--- src/rtl/rfc_pkg.sv ---
package rfc_pkg;

    localparam int FMT_W   = 4;
    localparam int SR_W    = 16;
    localparam int PC_W    = 32;
    localparam int VEC_W   = 8;
    localparam int LEN_W   = 5;
    localparam int PEND_W  = 3;

    // status register bit positions
    localparam int SR_TRACE_BIT = 15;
    localparam int SR_SUPER_BIT = 13;

    // pending flag positions
    localparam int PEND_TRACE_BIT  = 0;
    localparam int PEND_FPPOST_BIT = 1;
    localparam int PEND_FPUNI_BIT  = 2;

    // frame format codes
    localparam logic [FMT_W-1:0] FMT_SHORT  = 4'd0;
    localparam logic [FMT_W-1:0] FMT_ADDR6  = 4'd2;
    localparam logic [FMT_W-1:0] FMT_EA6    = 4'd3;
    localparam logic [FMT_W-1:0] FMT_EA8    = 4'd4;
    localparam logic [FMT_W-1:0] FMT_ACCESS = 4'd7;

    // vector numbers
    localparam logic [VEC_W-1:0] VEC_NONE     = 8'd0;
    localparam logic [VEC_W-1:0] VEC_ADDR_ERR = 8'd3;
    localparam logic [VEC_W-1:0] VEC_TRACE    = 8'd9;
    localparam logic [VEC_W-1:0] VEC_FP_UNI   = 8'd11;
    localparam logic [VEC_W-1:0] VEC_FMT_ERR  = 8'd14;
    localparam logic [VEC_W-1:0] VEC_FP_POST  = 8'd54;

    typedef enum logic [1:0] {
        ACT_RESTORE  = 2'd0,
        ACT_REDIRECT = 2'd1,
        ACT_ADDR_ERR = 2'd2,
        ACT_FMT_ERR  = 2'd3
    } act_e;

    typedef enum logic [1:0] {
        PK_NONE   = 2'd0,
        PK_TRACE  = 2'd1,
        PK_FPPOST = 2'd2,
        PK_FPUNI  = 2'd3
    } pend_kind_e;

    typedef struct packed {
        logic [FMT_W-1:0] fmt;
        logic [SR_W-1:0]  sr;
        logic [PC_W-1:0]  pc;
        logic [PEND_W-1:0] pend;
    } frame_t;

    typedef struct packed {
        act_e             act;
        logic [FMT_W-1:0] fmt;
        logic [VEC_W-1:0] vec;
        logic [SR_W-1:0]  sr;
        logic [LEN_W-1:0] longs;
    } verdict_t;

    // frame size in 16-bit words, 0 when the code is unknown
    function automatic logic [LEN_W:0] frame_words(input logic [FMT_W-1:0] f);
        case (f)
            FMT_SHORT:  frame_words = 6'd4;
            FMT_ADDR6:  frame_words = 6'd6;
            FMT_EA6:    frame_words = 6'd6;
            FMT_EA8:    frame_words = 6'd8;
            FMT_ACCESS: frame_words = 6'd30;
            default:    frame_words = 6'd0;
        endcase
    endfunction

    function automatic logic user_trace(input logic [SR_W-1:0] s);
        return s[SR_TRACE_BIT] && !s[SR_SUPER_BIT];
    endfunction

endpackage

--- src/rtl/rfc_format_decode.sv ---
module rfc_format_decode
    import rfc_pkg::*;
(
    input  logic [FMT_W-1:0] fmt,
    output logic             fmt_known,
    output logic             fmt_access,
    output logic [LEN_W-1:0] longs
);
    logic [LEN_W:0] words;

    always_comb begin
        words      = frame_words(fmt);
        fmt_known  = (words != '0);
        fmt_access = (fmt == FMT_ACCESS);
        // every supported frame is a whole number of long words
        longs      = words[LEN_W:1];
    end
endmodule

--- src/rtl/rfc_pending_select.sv ---
module rfc_pending_select
    import rfc_pkg::*;
(
    input  logic              enable,
    input  logic [PEND_W-1:0] pend,
    output pend_kind_e        kind
);
    always_comb begin
        kind = PK_NONE;
        if (enable) begin
            if (pend[PEND_FPPOST_BIT])
                kind = PK_FPPOST;
            else if (pend[PEND_FPUNI_BIT])
                kind = PK_FPUNI;
            else if (pend[PEND_TRACE_BIT])
                kind = PK_TRACE;
        end
    end
endmodule

--- src/rtl/rfc_action_resolve.sv ---
module rfc_action_resolve
    import rfc_pkg::*;
(
    input  frame_t           frm,
    input  logic             fmt_known,
    input  logic [LEN_W-1:0] longs,
    input  pend_kind_e       kind,
    output verdict_t         vd
);
    logic odd_pc;
    logic forced_sr_s;

    always_comb begin
        odd_pc = frm.pc[0];
        vd.act   = ACT_RESTORE;
        vd.fmt   = frm.fmt;
        vd.vec   = VEC_NONE;
        vd.sr    = frm.sr;
        vd.longs = longs;
        forced_sr_s = 1'b0;

        if (!fmt_known) begin
            vd.act   = ACT_FMT_ERR;
            vd.fmt   = FMT_SHORT;
            vd.vec   = VEC_FMT_ERR;
            vd.longs = '0;
        end else if (kind != PK_NONE) begin
            vd.act = ACT_REDIRECT;
            case (kind)
                PK_FPPOST: begin vd.fmt = FMT_EA6;   vd.vec = VEC_FP_POST; end
                PK_FPUNI:  begin vd.fmt = FMT_ADDR6; vd.vec = VEC_FP_UNI;  end
                default:   begin vd.fmt = FMT_ADDR6; vd.vec = VEC_TRACE;   end
            endcase
        end else if (odd_pc && user_trace(frm.sr)) begin
            vd.act      = ACT_ADDR_ERR;
            vd.fmt      = FMT_ADDR6;
            vd.vec      = VEC_ADDR_ERR;
            forced_sr_s = 1'b1;
        end
        vd.sr[SR_SUPER_BIT] = frm.sr[SR_SUPER_BIT] | forced_sr_s;
    end
endmodule

--- src/rtl/rte_frame_check.sv ---
module rte_frame_check
    import rfc_pkg::*;
(
    input  logic                clk,
    input  logic                rst,
    input  logic                frm_valid,
    input  logic [FMT_W-1:0]    frm_fmt,
    input  logic [SR_W-1:0]     frm_sr,
    input  logic [PC_W-1:0]     frm_pc,
    input  logic [PEND_W-1:0]   frm_pend,
    output logic                res_valid,
    output logic [1:0]          res_action,
    output logic [FMT_W-1:0]    res_fmt,
    output logic [VEC_W-1:0]    res_vector,
    output logic [SR_W-1:0]     res_sr,
    output logic [LEN_W-1:0]    res_longs
);
    frame_t     frm;
    logic       fmt_known;
    logic       fmt_access;
    logic [LEN_W-1:0] longs;
    pend_kind_e kind;
    verdict_t   vd_next;
    verdict_t   vd_q;
    logic       valid_q;

    assign frm = '{fmt: frm_fmt, sr: frm_sr, pc: frm_pc, pend: frm_pend};

    rfc_format_decode u_dec (
        .fmt        (frm_fmt),
        .fmt_known  (fmt_known),
        .fmt_access (fmt_access),
        .longs      (longs)
    );

    rfc_pending_select u_pend (
        .enable (fmt_access),
        .pend   (frm_pend),
        .kind   (kind)
    );

    rfc_action_resolve u_res (
        .frm       (frm),
        .fmt_known (fmt_known),
        .longs     (longs),
        .kind      (kind),
        .vd        (vd_next)
    );

    always_ff @(posedge clk) begin
        if (rst) begin
            valid_q <= 1'b0;
            vd_q    <= '{act: ACT_RESTORE, fmt: '0, vec: '0, sr: '0, longs: '0};
        end else begin
            valid_q <= frm_valid;
            if (frm_valid)
                vd_q <= vd_next;
        end
    end

    assign res_valid  = valid_q;
    assign res_action = vd_q.act;
    assign res_fmt    = vd_q.fmt;
    assign res_vector = vd_q.vec;
    assign res_sr     = vd_q.sr;
    assign res_longs  = vd_q.longs;

    p_strobe_follow_r2: assert property (@(posedge clk) disable iff (rst)
        frm_valid |=> res_valid);
    p_strobe_idle_r2: assert property (@(posedge clk) disable iff (rst)
        !frm_valid |=> (!res_valid && $stable(res_vector) && $stable(res_sr)));
    p_fmt_err_vec_r3: assert property (@(posedge clk) disable iff (rst)
        (res_valid && res_action == ACT_FMT_ERR) |-> (res_vector == VEC_FMT_ERR && res_longs == '0));
    p_redirect_only_access_r7: assert property (@(posedge clk) disable iff (rst)
        (frm_valid && kind != PK_NONE) |-> (frm_fmt == FMT_ACCESS));
    p_addr_err_super_r8: assert property (@(posedge clk) disable iff (rst)
        (res_valid && res_action == ACT_ADDR_ERR) |-> res_sr[SR_SUPER_BIT]);
    p_restore_sr_r9: assert property (@(posedge clk) disable iff (rst)
        (frm_valid && vd_next.act == ACT_RESTORE) |=> (res_sr == $past(frm_sr) && res_vector == VEC_NONE));
endmodule

--- config.mk ---
export PLATFORM = sky130hd
export DESIGN_NAME = rte_frame_check
export DESIGN_NICKNAME = d
export VERILOG_FILES = /design/src/rtl/rfc_pkg.sv /design/src/rtl/rfc_format_decode.sv /design/src/rtl/rfc_pending_select.sv /design/src/rtl/rfc_action_resolve.sv /design/src/rtl/rte_frame_check.sv
export SDC_FILE = /design/constraint.sdc
export NUM_CORES = 1
export LEC_CHECK = 0
export ABC_AREA = 0
export BUFFER_PORTS_ARGS = -buffer_cell sky130_fd_sc_hd__buf_2
export CAP_MARGIN = 10
export CORE_MARGIN = 3
export CORE_UTILIZATION = 43
export CTS_CLUSTER_DIAMETER = 150
export DETAILED_ROUTE_END_ITERATION = 6
export PLACE_DENSITY = 0.91
export SYNTH_ARGS = -nofsm -noshare
export SYNTH_HDL_FRONTEND = slang
export SYNTH_SLANG_ARGS = --single-unit
--- constraint.sdc ---
create_clock -name clk -period 3.3 [get_ports clk]
set_clock_uncertainty 0.2 [all_clocks]
set_input_delay 0 -clock clk [delete_from_list [all_inputs] [get_ports clk]]
set_output_delay 0 -clock clk [all_outputs]
set_load 0.03 [all_outputs]
Word-level counts from Yosys, hierarchy flattened
Index checks and enable logic that the tools add are counted.
{ "word_totals": {"ff_bits": 36, "latchBits": 0, "ramBits": 0, "rom_bits": 0, "n_memories": 0} }
{ "op_classes": {"add_sub_neg": 0, "mul": 0, "div_mod_pow": 0, "n_lt_le_gt_ge": 0, "eq_ne": 6, "shifts": 0, "n_mux": 13, "bitwise": 1, "n_reduce_logical": 7} }
{ "op_table": {"columns": ["operator", "n"], "rows": [
  ["$mux 14", 3],
  ["$pmux 5 s4", 1],
  ["$pmux 9 s2", 1],
  ["$eq 4x2->1 const B", 2],
  ["$eq 4x3->1 const B", 2],
  ["$mux 2", 3],
  ["$reduce_bool 6->1", 1],
  ["$eq 2x2->1 const B", 2],
  ["$logic_not 4->1", 1],
  ["$mux 1", 4],
  ["$mux 4", 1],
  ["$logic_and 1x1->1", 2],
  ["$reduce_bool 2->1", 1],
  ["$reduce_or 2->1", 1],
  ["$logic_not 1->1", 1],
  ["$or 1x1->1", 1]
]} }

Logic depth before layout (Yosys ltp)
Gate-level depths: netlist of run 1.
{ "depth": {"ltp_word": 8, "depth_mapped": 4, "ltp_nobuf": 3} }

Modules after synthesis
A second synthesis of run 1 with hierarchy kept.
{ "hier_totals": {"cells_unflattened": 172, "area_unflattened_um2": 1706.6} }
{ "modules_own_cells": {"columns": ["module", "n_inst", "cells_each", "area_per_inst_um2"], "rows": [
  ["rte_frame_check", 1, 115, 1297.5],
  ["rfc_action_resolve", 1, 43, 302.8],
  ["rfc_format_decode", 1, 11, 82.6],
  ["rfc_pending_select", 1, 3, 23.8]
]} }

Least setup slack after synthesis of run 1
OpenSTA, ideal clock, no wires.
{ "synth_timing": {"kind": "register to register", "start": "register res_fmt[0] (netlist name)", "end": "register vd_q, in the netlist res_fmt[0]", "setup_time_ns": 0.086, "t_arrival_ns": 0.920, "t_required_ns": 3.014, "setup_slack_ns": 2.094, "stages_incl_launch_ff": 4, "n_path_buf": 0, "path_cell_list": "dfxtp_1 nor2b_1 a21oi_1 a211oi_1"} }
{ "synth_rtl": {"columns": ["element", "line", "rtl"], "rows": [
  ["end signal, assigned", "rte_frame_check.sv:53", "vd_q <= '{act: ACT_RESTORE, fmt: '0, vec: '0, sr: '0, longs: '0};"],
  ["end signal, assigned", "rte_frame_check.sv:57", "vd_q <= vd_next;"],
  ["end, declared", "rte_frame_check.sv:24", "verdict_t vd_q;"]
]} }

Final worst setup path of run 1
{ "layout_timing": {"start": "input frm_pend[2]", "end": "register vd_q, in the netlist res_vector[0]"} }
{ "layout_via": {"elab_chain_cells": 7, "word_cells_on_any_way": 9, "cone_classes": "eq/ne: 2; mux: 6; reduce/logical: 1"} }
{ "layout_lines": {"columns": ["element", "line", "rtl"], "rows": [
  ["start, declared", "rte_frame_check.sv:10", "input logic [PEND_W-1:0] frm_pend,"],
  ["$mux 2 *", "rfc_pending_select.sv:13", "else if (pend[PEND_FPUNI_BIT])"],
  ["$mux 2 *", "rfc_pending_select.sv:11", "if (pend[PEND_FPPOST_BIT])"],
  ["$mux 2 *", "rfc_pending_select.sv:10", "if (enable) begin"],
  ["$eq 2x2->1", "rfc_action_resolve.sv:29", "case (kind)"],
  ["$pmux 9 s2", "rfc_action_resolve.sv:29", null],
  ["$mux 14 *", "rfc_action_resolve.sv:27", "end else if (kind != PK_NONE) begin"],
  ["$mux 14 *", "rfc_action_resolve.sv:22", "if (!fmt_known) begin"]
]} }
Every way passes the cells marked *; elsewhere a longest branch is shown, timed or not.
A chain may end at the register's enable or synchronous reset.

==> qor.yml, run 1 <==
finish:
  drive_above_1_share: 0.275
  final_cells: 275
  nNetsFinal: 301
  fillers: 194
  synthToLayoutAreaGrowth_pct: 60.8
  multiInputGateArea_um2: 609
  diodes: 0
  area.sequential_um2: 641
clocking:
  clk_latency_ns: 0.33
  post_cts_buffers: 0
  clk_path_buf_depth: 2
  postCtsResizedCells: 0
  clkTransAtPathRegs_ns: 0.10
  clock_sinks: 32
  htree_levels: 2
  ctsHoldBuffers: 48
  root_buffer: "clkbuf_4"
  cts_buffers: 5
  cts_tree: "built"
synth:
  synth_edf_count: 0
  synth_seq_cells: 32
  synth_top_flop_cell: "dfxtp_1"
  synth_cells: 139
  yosysSeqAreaShare: 0.483
  async_flop_share: 0
  syn_area_mm2: 0.00133
  synth_area_per_cell_um2: 9.53
  ys_warn_count: 0
  yosysUniqueCellTypes: 35
run_status:
  status: "completed"
timing:
  final-max-slew-violation-count: 0
  finalCritPeriodShare: 0.732
  setup_ws_ns: 0.886
  worst_pin_slew_ns: 0.682
  finalSetupViolCount: 0
  fmax_ghz: 0.414
  rsz0062_at_grt: "no"
  slew_headroom: 0.545
  setup_tns_ns: 0
  finalHoldViolations: 0
  finalCriticalPeriod_ns: 2.41
min_path:
  min_path_type: "in2reg"
global_route:
  grt_pass1_wl_um: 6090
  antenna_found_initial: 0
  use_met1: 0.233
  grt_util_all_layers: 0.222
  use_met3: 0.0818
  gr-total-overflow: 0
  grt_pass1_vias: 1425
  grtUsageMet2: 0.392
  grt_max_degree: 34
  grt.busiest_layer: "met2"
critical_path:
  crit_fanout: 3
  critPathKind: "in2reg"
  critical_path.most_common_cell: "dlygate4sd3_1"
  cp_data_required_time_ns: 3.33
  crit_arrival_ns: 2.45
  slowest_stage: "dlygate4sd3_1"
  endpoint_kind: "flip-flop"
  path_cells: "dlygate4sd3_1 -> buf_2 -> nor2_1 -> dlygate4sd3_1 -> or3_1 -> dlygate4sd3_1 -> a311oi_1"
  slowest_delay_ns: 0.58
  r2r_slack_ns: 1.85
  start_kind: "input port"
routing:
  drt_iter0_drc: 54
  first_pass_iters: 4
  ant_nets: 0
  remaining_drc_errors: 0
  wl_um: 3760
  via_per_inst: 5.08
  via_count: 1397
  post_drt_wl_per_cell_um: 13.7
floorplan:
  fp.dieH_um: 61.5
  dieArea_mm2: 0.00378
  start_util: 0.464
  num_io_pins: 94
  rows: 19
  die-width_um: 61.5
  core_mm2: 0.00285
power:
  ir_drop_uv: 303
  finalPower_mw: 0.841
  powerDensity_mw_per_mm2: 394
  power.leakage_nw: 1.04
placed_design:
  dpl.hpwl_um: 2080
  gp_congestion: 0.812
  io_buffers: 59
  pre_cts_ws_ns: 1.53
  dp_cells: 219
run:
  drv_cap: 0
==> report_power, final <==
part	leakage (nW)	switching, mW	internal [mW]
Combinational	0.741	0.104	0.0861
Clock	0.0326	0.130	0.105
Sequential	0.263	0.00933	0.406
Total	1.04	0.243	0.597
==> per-stage QoR <==
step	area (um2)	hold WS (ns)	util
floorplan	1330	-0.117	-
global placement	1590	0.0305	0.558
detailed placement	1590	0.0432	0.558
CTS	2130	0.0453	0.747
global route	2130	0.0914	0.747
finish	2130	0.0373	0.747
==> area by class of cell <==
cell class,instances,share of cell area
timing repair buffer,107,0.364
sequential,32,0.301
multi-input combinational,95,0.286
clock buffer,8,0.0276
tap,31,0.0182
inverter,2,0.00352
==> cells by family (layout without fill, tap and decap cells) <==
kind of cell	Yosys count	after routing	synth area share
AO/OA/AOI/OAI	23	23	0.119
other	1	3	0.00283
XOR/XNOR	1	1	0.00661
buffers and inverters	14	117	0.0623
AND/OR/NAND/NOR	51	51	0.197
multiplexers	17	17	0.128
flip-flops	32	32	0.483
==> Yosys cell counts (all sizes together) (2+ instances only) <==
library cell / number / area share
nand3: 2 / 0.0076
a211oi: 5 / 0.028
nand2: 7 / 0.020
nand4b: 2 / 0.018
o211ai: 2 / 0.011
inv: 2 / 0.0057
a32oi: 2 / 0.013
clkbuf: 3 / 0.0085
nand2b: 2 / 0.0094
nand3b: 2 / 0.011
o21ai: 3 / 0.011
buf: 9 / 0.048
nor2: 24 / 0.068
mux2i: 17 / 0.13
dfxtp: 32 / 0.48
a311oi: 2 / 0.013
nor2b: 4 / 0.019
a21oi: 5 / 0.019
==> metal layers <==
layer,share of wire,vias to the layer above
met5,0,-
met4,0.027,0
met3,0.065,12
met2,0.50,53
met1,0.41,642
li1,-,690
==> cell usage in the layout (no fill, tap or decap), drive strengths merged, types with 2 or more instances in the layout <==
master	n
nor2b	4
mux2i	17
conb	3
a311oi	2
nand4b	2
a21oi	5
o211ai	2
inv	2
buf	59
nand3b	2
a32oi	2
nand3	2
nor2	24
a211oi	5
dfxtp	32
nand2b	2
clkbuf	8
dlygate4sd3	48
nand2	7
o21ai	3
==> path summary, 6_finish.rpt <==
path | from | end | cells past startpoint
worst min register to register | res_longs[1]$_SDFFE_PP0P_ | res_longs[1]$_SDFFE_PP0P_ | 2
worst min-delay path | frm_valid | res_vector[4]$_SDFFE_PP0P_ | 3
worst max register to register | res_sr[13]$_SDFFE_PP0P_ | res_sr[13]$_SDFFE_PP0P_ | 3
worst max-delay path | frm_pend[2] | res_vector[0]$_SDFFE_PP0P_ | 7
==> flip-flops by register name (all words and copies together) (netlist names) <==
register and cells:
res_sr 16, res_longs 4, res_vector 5, res_action 2
res_valid 1, res_fmt 4
==> worst max-delay path: cells and delay by family <==
kind | cells | cell delay (ns)
buffers and inverters | 4 | 1.77
and+or+nand+nor | 2 | 0.36
AOI/OAI and AO/OA | 1 | 0.31
(Power assumes the default switching activity.)
==> inputs of run 2 (changes only) <==
--- a/config.mk
+++ b/config.mk
@@ -5,14 +5,14 @@
 export SDC_FILE = /design/constraint.sdc
 export NUM_CORES = 1
 export LEC_CHECK = 0
-export ABC_AREA = 0
+export ABC_AREA = 1
 export BUFFER_PORTS_ARGS = -buffer_cell sky130_fd_sc_hd__buf_2
 export CAP_MARGIN = 10
 export CORE_MARGIN = 3
-export CORE_UTILIZATION = 43
+export CORE_UTILIZATION = 40
 export CTS_CLUSTER_DIAMETER = 150
 export DETAILED_ROUTE_END_ITERATION = 6
-export PLACE_DENSITY = 0.91
+export PLACE_DENSITY = 0.85
 export SYNTH_ARGS = -nofsm -noshare
 export SYNTH_HDL_FRONTEND = slang
 export SYNTH_SLANG_ARGS = --single-unit
==> constraint.sdc (replaced) <==
create_clock -name clk -period 2.5 [get_ports clk]
set_clock_uncertainty 0.2 [all_clocks]
set_input_delay 0 -clock clk [delete_from_list [all_inputs] [get_ports clk]]
set_output_delay 0 -clock clk [all_outputs]
set_load 0.03 [all_outputs]
==> run 2 against run 1 <==
Net effect: clock power increased by 63%; via count increased by 4.1%; sequential power grew 33%; synthesized area up 1.0%; wire length grew 4.1%; total power grew 42%; sequential cell count unchanged; combinational power up 34%; synthesized cell count grew 29%; cell count increased by 16%; largest cell class unchanged.
==> qor.yml, run 2 <==
floorplan:
  core_mm2: 0.00313
  fp.dieH_um: 63.9
  num_io_pins: 94
  start_util: 0.428
  rows: 20
  dieArea_mm2: 0.00408
  die-width_um: 63.9
power:
  combPwrFrac: 0.215
  switching_power_mw: 0.345
  finalPower_mw: 1.19
  power.leakage_nw: 1.04
  seqPwrFrac: 0.464
  p_sw_frac: 0.289
  internal_power_mw: 0.849
  powerDensity_mw_per_mm2: 579
  ir_drop_uv: 321
  clock_power_share: 0.322
routing:
  post_drt_wl_per_cell_um: 12.3
  via_count: 1454
  wl_um: 3920
  via_per_inst: 4.57
  ant_nets: 0
  drt_iter0_drc: 71
  remaining_drc_errors: 0
  first_pass_iters: 4
timing:
  finalSetupViolCount: 0
  finalCriticalPeriod_ns: 2.19
  final-max-slew-violation-count: 0
  finalCritPeriodShare: 0.876
  finalHoldViolations: 0
  worst_pin_slew_ns: 0.748
  fmax_ghz: 0.456
  slew_headroom: 0.501
  rsz0062_at_grt: "no"
  setup_tns_ns: 0
critical_path:
  endpoint_kind: "flip-flop"
  start_kind: "input port"
  reg2regPathDepth: 3
  crit_arrival_ns: 2.25
  r2r_slack_ns: 1.12
  r2r-end: "res_sr[13]$_SDFFE_PP0P_"
  crit_fanout: 2
  r2r-start: "res_sr[13]$_SDFFE_PP0P_"
  cp_data_required_time_ns: 2.56
  critPathKind: "in2reg"
global_route:
  grt_pass1_wl_um: 6670
  grt_max_degree: 25
  grt.busiest_layer: "met2"
  use_met3: 0.0527
  grtUsageMet2: 0.366
  grt_pass1_vias: 1503
  use_met1: 0.236
  gr-total-overflow: 0
  antenna_found_initial: 0
  grt_util_all_layers: 0.208
finish:
  diodes: 0
  final_cell_mix: "buf_2, nor2_1, dlygate4sd3_1"
  nNetsFinal: 331
  drive_above_1_share: 0.292
  synthToLayoutAreaGrowth_pct: 53.9
  final_area_mm2: 0.00206
  mostFrequentLayoutCell: "buf_2"
  largest_register_ffs: 16
synth:
  yosysSeqAreaShare: 0.479
  yosysTopAreaCell: "dfxtp_1"
  async_flop_share: 0
  synth_common_cells: "nor2_1, dfxtp_1, nand2_1"
  yosysUniqueCellTypes: 22
  ys_warn_count: 0
  syn_area_mm2: 0.00134
  synth_seq_cells: 32
  yosysMostFrequentCell: "nor2_1"
  synth_top_flop_cell: "dfxtp_1"
  synth_edf_count: 0
  synth_top_area_share: 0.479
  yosys-top-cells-area: "dfxtp_1, nor2_1, o21ai_0"
  synth_area_per_cell_um2: 7.44
  synth_cells: 180
min_path:
  min_to: "res_sr[1]$_SDFFE_PP0P_"
  min_path_type: "in2reg"
  min_from: "frm_sr[1]"
  whs_path_depth: 4
clocking:
  clk_path_buf_depth: 2
  clkTransAtPathRegs_ns: 0.11
  cts_buffers: 5
  clock_sinks: 32
  htree_levels: 2
  post_cts_buffers: 0
  ctsHoldBuffers: 36
  root_buffer: "clkbuf_4"
  clk_latency_ns: 0.33
  cts_tree: "built"
  postCtsResizedCells: 0
placed_design:
  place_area_mm2: 0.00162
  dpl.hpwl_um: 2330
  io_buffers: 59
  gp_congestion: 0.892
run:
  drv_cap: 0
run_status:
  status: "completed"
==> run 2: cell types whose count changed after synthesis, sizes merged, moves of 7 or more <==
cell,previous run,this run
inv,2,15
nor2,24,44
a21oi,5,12
nand2,7,31
o21ai,3,23
mux2i,17,0
==> run 2: critical path, cell delays in order <==
cell and delay (ns):
dlygate4sd3_1 0.52, buf_2 0.12, o21ai_1 0.26, dlygate4sd3_1 0.60, nand2_1 0.05, dlygate4sd3_1 0.55, a21oi_1 0.14
==> run 2: cells by family after synthesis <==
| kind of cell | Yosys count | share of synthesized area |
|---|---|---|
| buffers and inverters | 27 | 0.102 |
| DFF | 32 | 0.479 |
| other | 1 | 0.00280 |
| AOI/OAI and AO/OA | 37 | 0.150 |
| and+or+nand+nor | 83 | 0.266 |
==> run 2: layout make-up <==
cell class	instances	area (um2)
flip-flops and latches	32	641
clock inverters	2	35.0
clock buffers	6	41.3
well taps	44	55.1
inverters	15	56.3
repair buffers	96	663
multi-input cells	123	569
fillers	258	1070
==> run 2: metrics by stage <==
step	std cells	setup slack (ns)	hold WS, ns	util
global route	318	0.160	0.238	0.659
global placement	274	1.14	0.0207	0.519
floorplan	182	1.52	-0.0651	-
CTS	318	0.346	0.202	0.659
detailed placement	274	1.11	0.0276	0.519
finish	318	0.309	0.210	0.659
==> run 2: how the worst max path moves through the flow <==
stage	startpoint	end	slack, ns
2_1_floorplan	res_vector[1]$_SDFFE_PP0P_	res_vector[1]$_SDFFE_PP0P_	1.52
3_3_place_gp	frm_valid	res_vector[0]$_SDFFE_PP0P_	1.14
6_report	frm_pend[2]	res_vector[2]$_SDFFE_PP0P_	0.31
3_5_place_dp	frm_valid	res_longs[1]$_SDFFE_PP0P_	1.11
5_1_grt	frm_valid	res_vector[0]$_SDFFE_PP0P_	0.16
4_1_cts	frm_pend[2]	res_vector[2]$_SDFFE_PP0P_	0.35
==> run 2: power groups by stage <==
| stage | Sequential (mW) | Clock [mW] | Combinational, mW |
|---|---|---|---|
| 5_1_grt | 0.559 | 0.416 | 0.279 |
| 4_1_cts | 0.554 | 0.396 | 0.252 |
| 3_5_place_dp | 0.565 | 0 | 0.211 |
| 3_3_place_gp | 0.564 | 0 | 0.208 |
| 2_1_floorplan | 0.627 | 0 | 0.0858 |
| 6_report | 0.554 | 0.384 | 0.256 |
==> run 2: metal layers <==
metal	vias to the layer above	wire length, um
met5	-	0
met2	59	1940
li1	747	-
met4	0	65
met3	9	252
met1	639	1660
==> inputs of run 3 (changes only) <==
--- a/config.mk
+++ b/config.mk
@@ -9,10 +9,11 @@
 export BUFFER_PORTS_ARGS = -buffer_cell sky130_fd_sc_hd__buf_2
 export CAP_MARGIN = 10
 export CORE_MARGIN = 3
-export CORE_UTILIZATION = 40
+export CORE_UTILIZATION = 46
 export CTS_CLUSTER_DIAMETER = 150
 export DETAILED_ROUTE_END_ITERATION = 6
-export PLACE_DENSITY = 0.85
+export PLACE_DENSITY = 0.87
 export SYNTH_ARGS = -nofsm -noshare
 export SYNTH_HDL_FRONTEND = slang
+export SYNTH_HIERARCHICAL = 1
 export SYNTH_SLANG_ARGS = --single-unit
==> run 3 against run 2 <==
Net effect: clock power shrank 3%; fmax shrank 5.7%; cell count rose by 32%; sequential share of layout area decreased by 0.32 points; synthesized area is 44% higher; non-clock buffer count down 12; combinational power grew 18%; critical path depth up 8; sequential cell count increased by 4; die area increased by 23%; highest routed layer unchanged.
==> qor.yml, run 3 <==
run_status:
  status: "completed"
critical_path:
  reg2regPathDepth: 2
  r2r-end: "res_fmt[1]$_SDFFE_PP0P_"
  path_cells: "dlygate4sd3_1 -> buf_2 -> inv_1 -> nand2_1 -> nor2_1 -> nand2_1 -> nor2_2 -> nor2_4 -> nand2_4 -> o21ai_2 -> dlygate4sd3_1 -> inv_1 -> nand2_1 -> nand2_1 -> nor2_1"
  critical_path.most_common_cell: "nand2_1"
  r2r-start: "res_fmt[1]$_SDFFE_PP0P_"
  critPathKind: "in2reg"
  slowest_stage: "dlygate4sd3_1"
  cp_data_required_time_ns: 2.47
  endpoint_kind: "flip-flop"
  slowest_delay_ns: 0.55
  r2r_slack_ns: 1.71
  crit_fanout: 5
  start_kind: "input port"
  crit_arrival_ns: 2.29
floorplan:
  dieArea_mm2: 0.00500
  die-width_um: 70.7
  start_util: 0.500
  core_mm2: 0.00385
  num_io_pins: 94
  rows: 22
  fp.dieH_um: 70.7
clocking:
  cts_tree: "built"
  htree_levels: 2
  clk_latency_ns: 0.27
  cts_buffers: 5
  clkTransAtPathRegs_ns: 0.06
  clock_sinks: 36
  root_buffer: "clkbuf_8"
  clk_path_buf_depth: 2
synth:
  async_flop_share: 0
  yosys-top-cells-area: "dfxtp_1, nand2_1, nor2_1"
  synth_common_cells: "nand2_1, nor2_1, inv_1"
  synth_seq_cells: 36
  yosysUniqueCellTypes: 15
  synth_top_flop_cell: "dfxtp_1"
  synth_area_per_cell_um2: 6.17
  synth_edf_count: 0
  yosysTopAreaCell: "dfxtp_1"
  yosysMostFrequentCell: "nand2_1"
  syn_area_mm2: 0.00193
  yosysSeqAreaShare: 0.374
  synth_top_area_share: 0.374
  ys_warn_count: 6
  synth_cells: 312
timing:
  final-max-slew-violation-count: 0
  fmax_ghz: 0.430
  rsz0062_at_grt: "no"
  slew_headroom: 0.602
  finalHoldViolations: 0
  setup_ws_ns: 0.176
  finalSetupViolCount: 0
  setup_tns_ns: 0
  finalCriticalPeriod_ns: 2.32
  finalCritPeriodShare: 0.929
  worst_pin_slew_ns: 0.597
min_path:
  min_from: "frm_valid"
  min_to: "res_valid$_SDFF_PP0_"
  whs_path_depth: 3
  min_path_type: "in2reg"
finish:
  multiInputGateArea_um2: 752
  area.sequential_um2: 721
  nNetsFinal: 430
  fin_util: 0.608
  fillers: 381
  drive_above_1_share: 0.207
  final_cell_mix: "nand2_1, nor2_1, buf_2"
  largest_register_ffs: 16
  mostFrequentLayoutCell: "nand2_1"
  synthToLayoutAreaGrowth_pct: 21.6
  diodes: 0
  final_cells: 420
placed_design:
  io_buffers: 62
  dpl.hpwl_um: 2610
  dp_cells: 393
  gp_congestion: 0.850
  pre_cts_ws_ns: 0.848
global_route:
  grt_pass1_wl_um: 6340
  grt_max_degree: 37
  antenna_found_initial: 0
  grt_pass1_vias: 1498
  gr-total-overflow: 0
  grt_util_all_layers: 0.156
routing:
  ant_nets: 0
  remaining_drc_errors: 0
  via_count: 1762
  wl_um: 3980
  via_per_inst: 4.20
  first_pass_iters: 4
  post_drt_wl_per_cell_um: 9.47
  drt_iter0_drc: 78
power:
  finalPower_mw: 1.30
  powerDensity_mw_per_mm2: 556
  power.leakage_nw: 1.41
  ir_drop_uv: 440
run:
  drv_cap: 0
-- run 3: cell count changes after synthesis, sizes merged, moves of 4 or more --
cell and delta:
dfxtp +4, nor2 +43, nand2 +60, o21ai -17, a21oi -11, buf +22, nand3 -5, inv +40
-- run 3: layout make-up --
type                    count  share of cell area
clock buffers               6              0.0310
clock inverters             1             0.00214
inverters                  55              0.0881
multi-input cells         190               0.321
flip-flops and latches     36               0.308
well taps                  48              0.0256
repair buffers             84               0.224
-- run 3: logic make-up after synthesis --
group,Yosys count,share of synthesized area
AOI/OAI and AO/OA,7,0.0221
buffers and inverters,87,0.240
DFF,36,0.374
other,2,0.00390
and+or+nand+nor,180,0.360
-- run 3: worst max path at each step --
stage | from | endpoint | slack (ns) | cells after the start
finish | frm_fmt[3] | res_sr[13]$_SDFFE_PP0P_ | 0.18 | 15
global route | frm_fmt[3] | res_sr[13]$_SDFFE_PP0P_ | 0.03 | 15
CTS | frm_fmt[3] | res_sr[13]$_SDFFE_PP0P_ | 0.14 | 15
detailed placement | frm_fmt[3] | res_vector[4]$_SDFFE_PP0P_ | 0.85 | 14
global placement | frm_fmt[3] | res_vector[1]$_SDFFE_PP0P_ | 0.90 | 13
floorplan | frm_fmt[3] | res_vector[5]$_SDFFE_PP0P_ | 1.14 | 13
-- run 3: stage by stage --
step | hold slack (ns) | area (um2)
floorplan | -0.129 | 1930
CTS | 0.00566 | 2340
finish | 0.0249 | 2340
global route | 0.0631 | 2340
detailed placement | 0.00736 | 2060
global placement | 0.00594 | 2060
-- run 3: power by group --
group	total [mW]	switching, mW	leakage [nW]	internal, mW
Combinational	0.301	0.193	1.07	0.108
Clock	0.371	0.182	0.0410	0.189
Sequential	0.630	0.0179	0.299	0.612
Total	1.30	0.393	1.41	0.910
-- run 3: repair_timing --
action,CTS,global route
hold endpoints to repair,21,0
hold buffers,20,0
setup buffers,0,0
setup endpoints to repair,0,1
resized for setup,0,2
-- run 3: layer usage --
layer  vias up  routed length, um  part of all wire  GRT usage
met5         -                  0                 0          0
met4         0                 19            0.0048     0.0313
met3         2                217             0.055     0.0540
met2        36               2040              0.51      0.284
met1       746               1700              0.43      0.175
li1        978                  -                 -          -
-- run 3: worst max-delay path, delay by kind of cell --
family                 cells  cell delay, ns
buffers and inverters      5            1.35
and+or+nand+nor            9            0.87
AOI/OAI and AO/OA          1            0.06
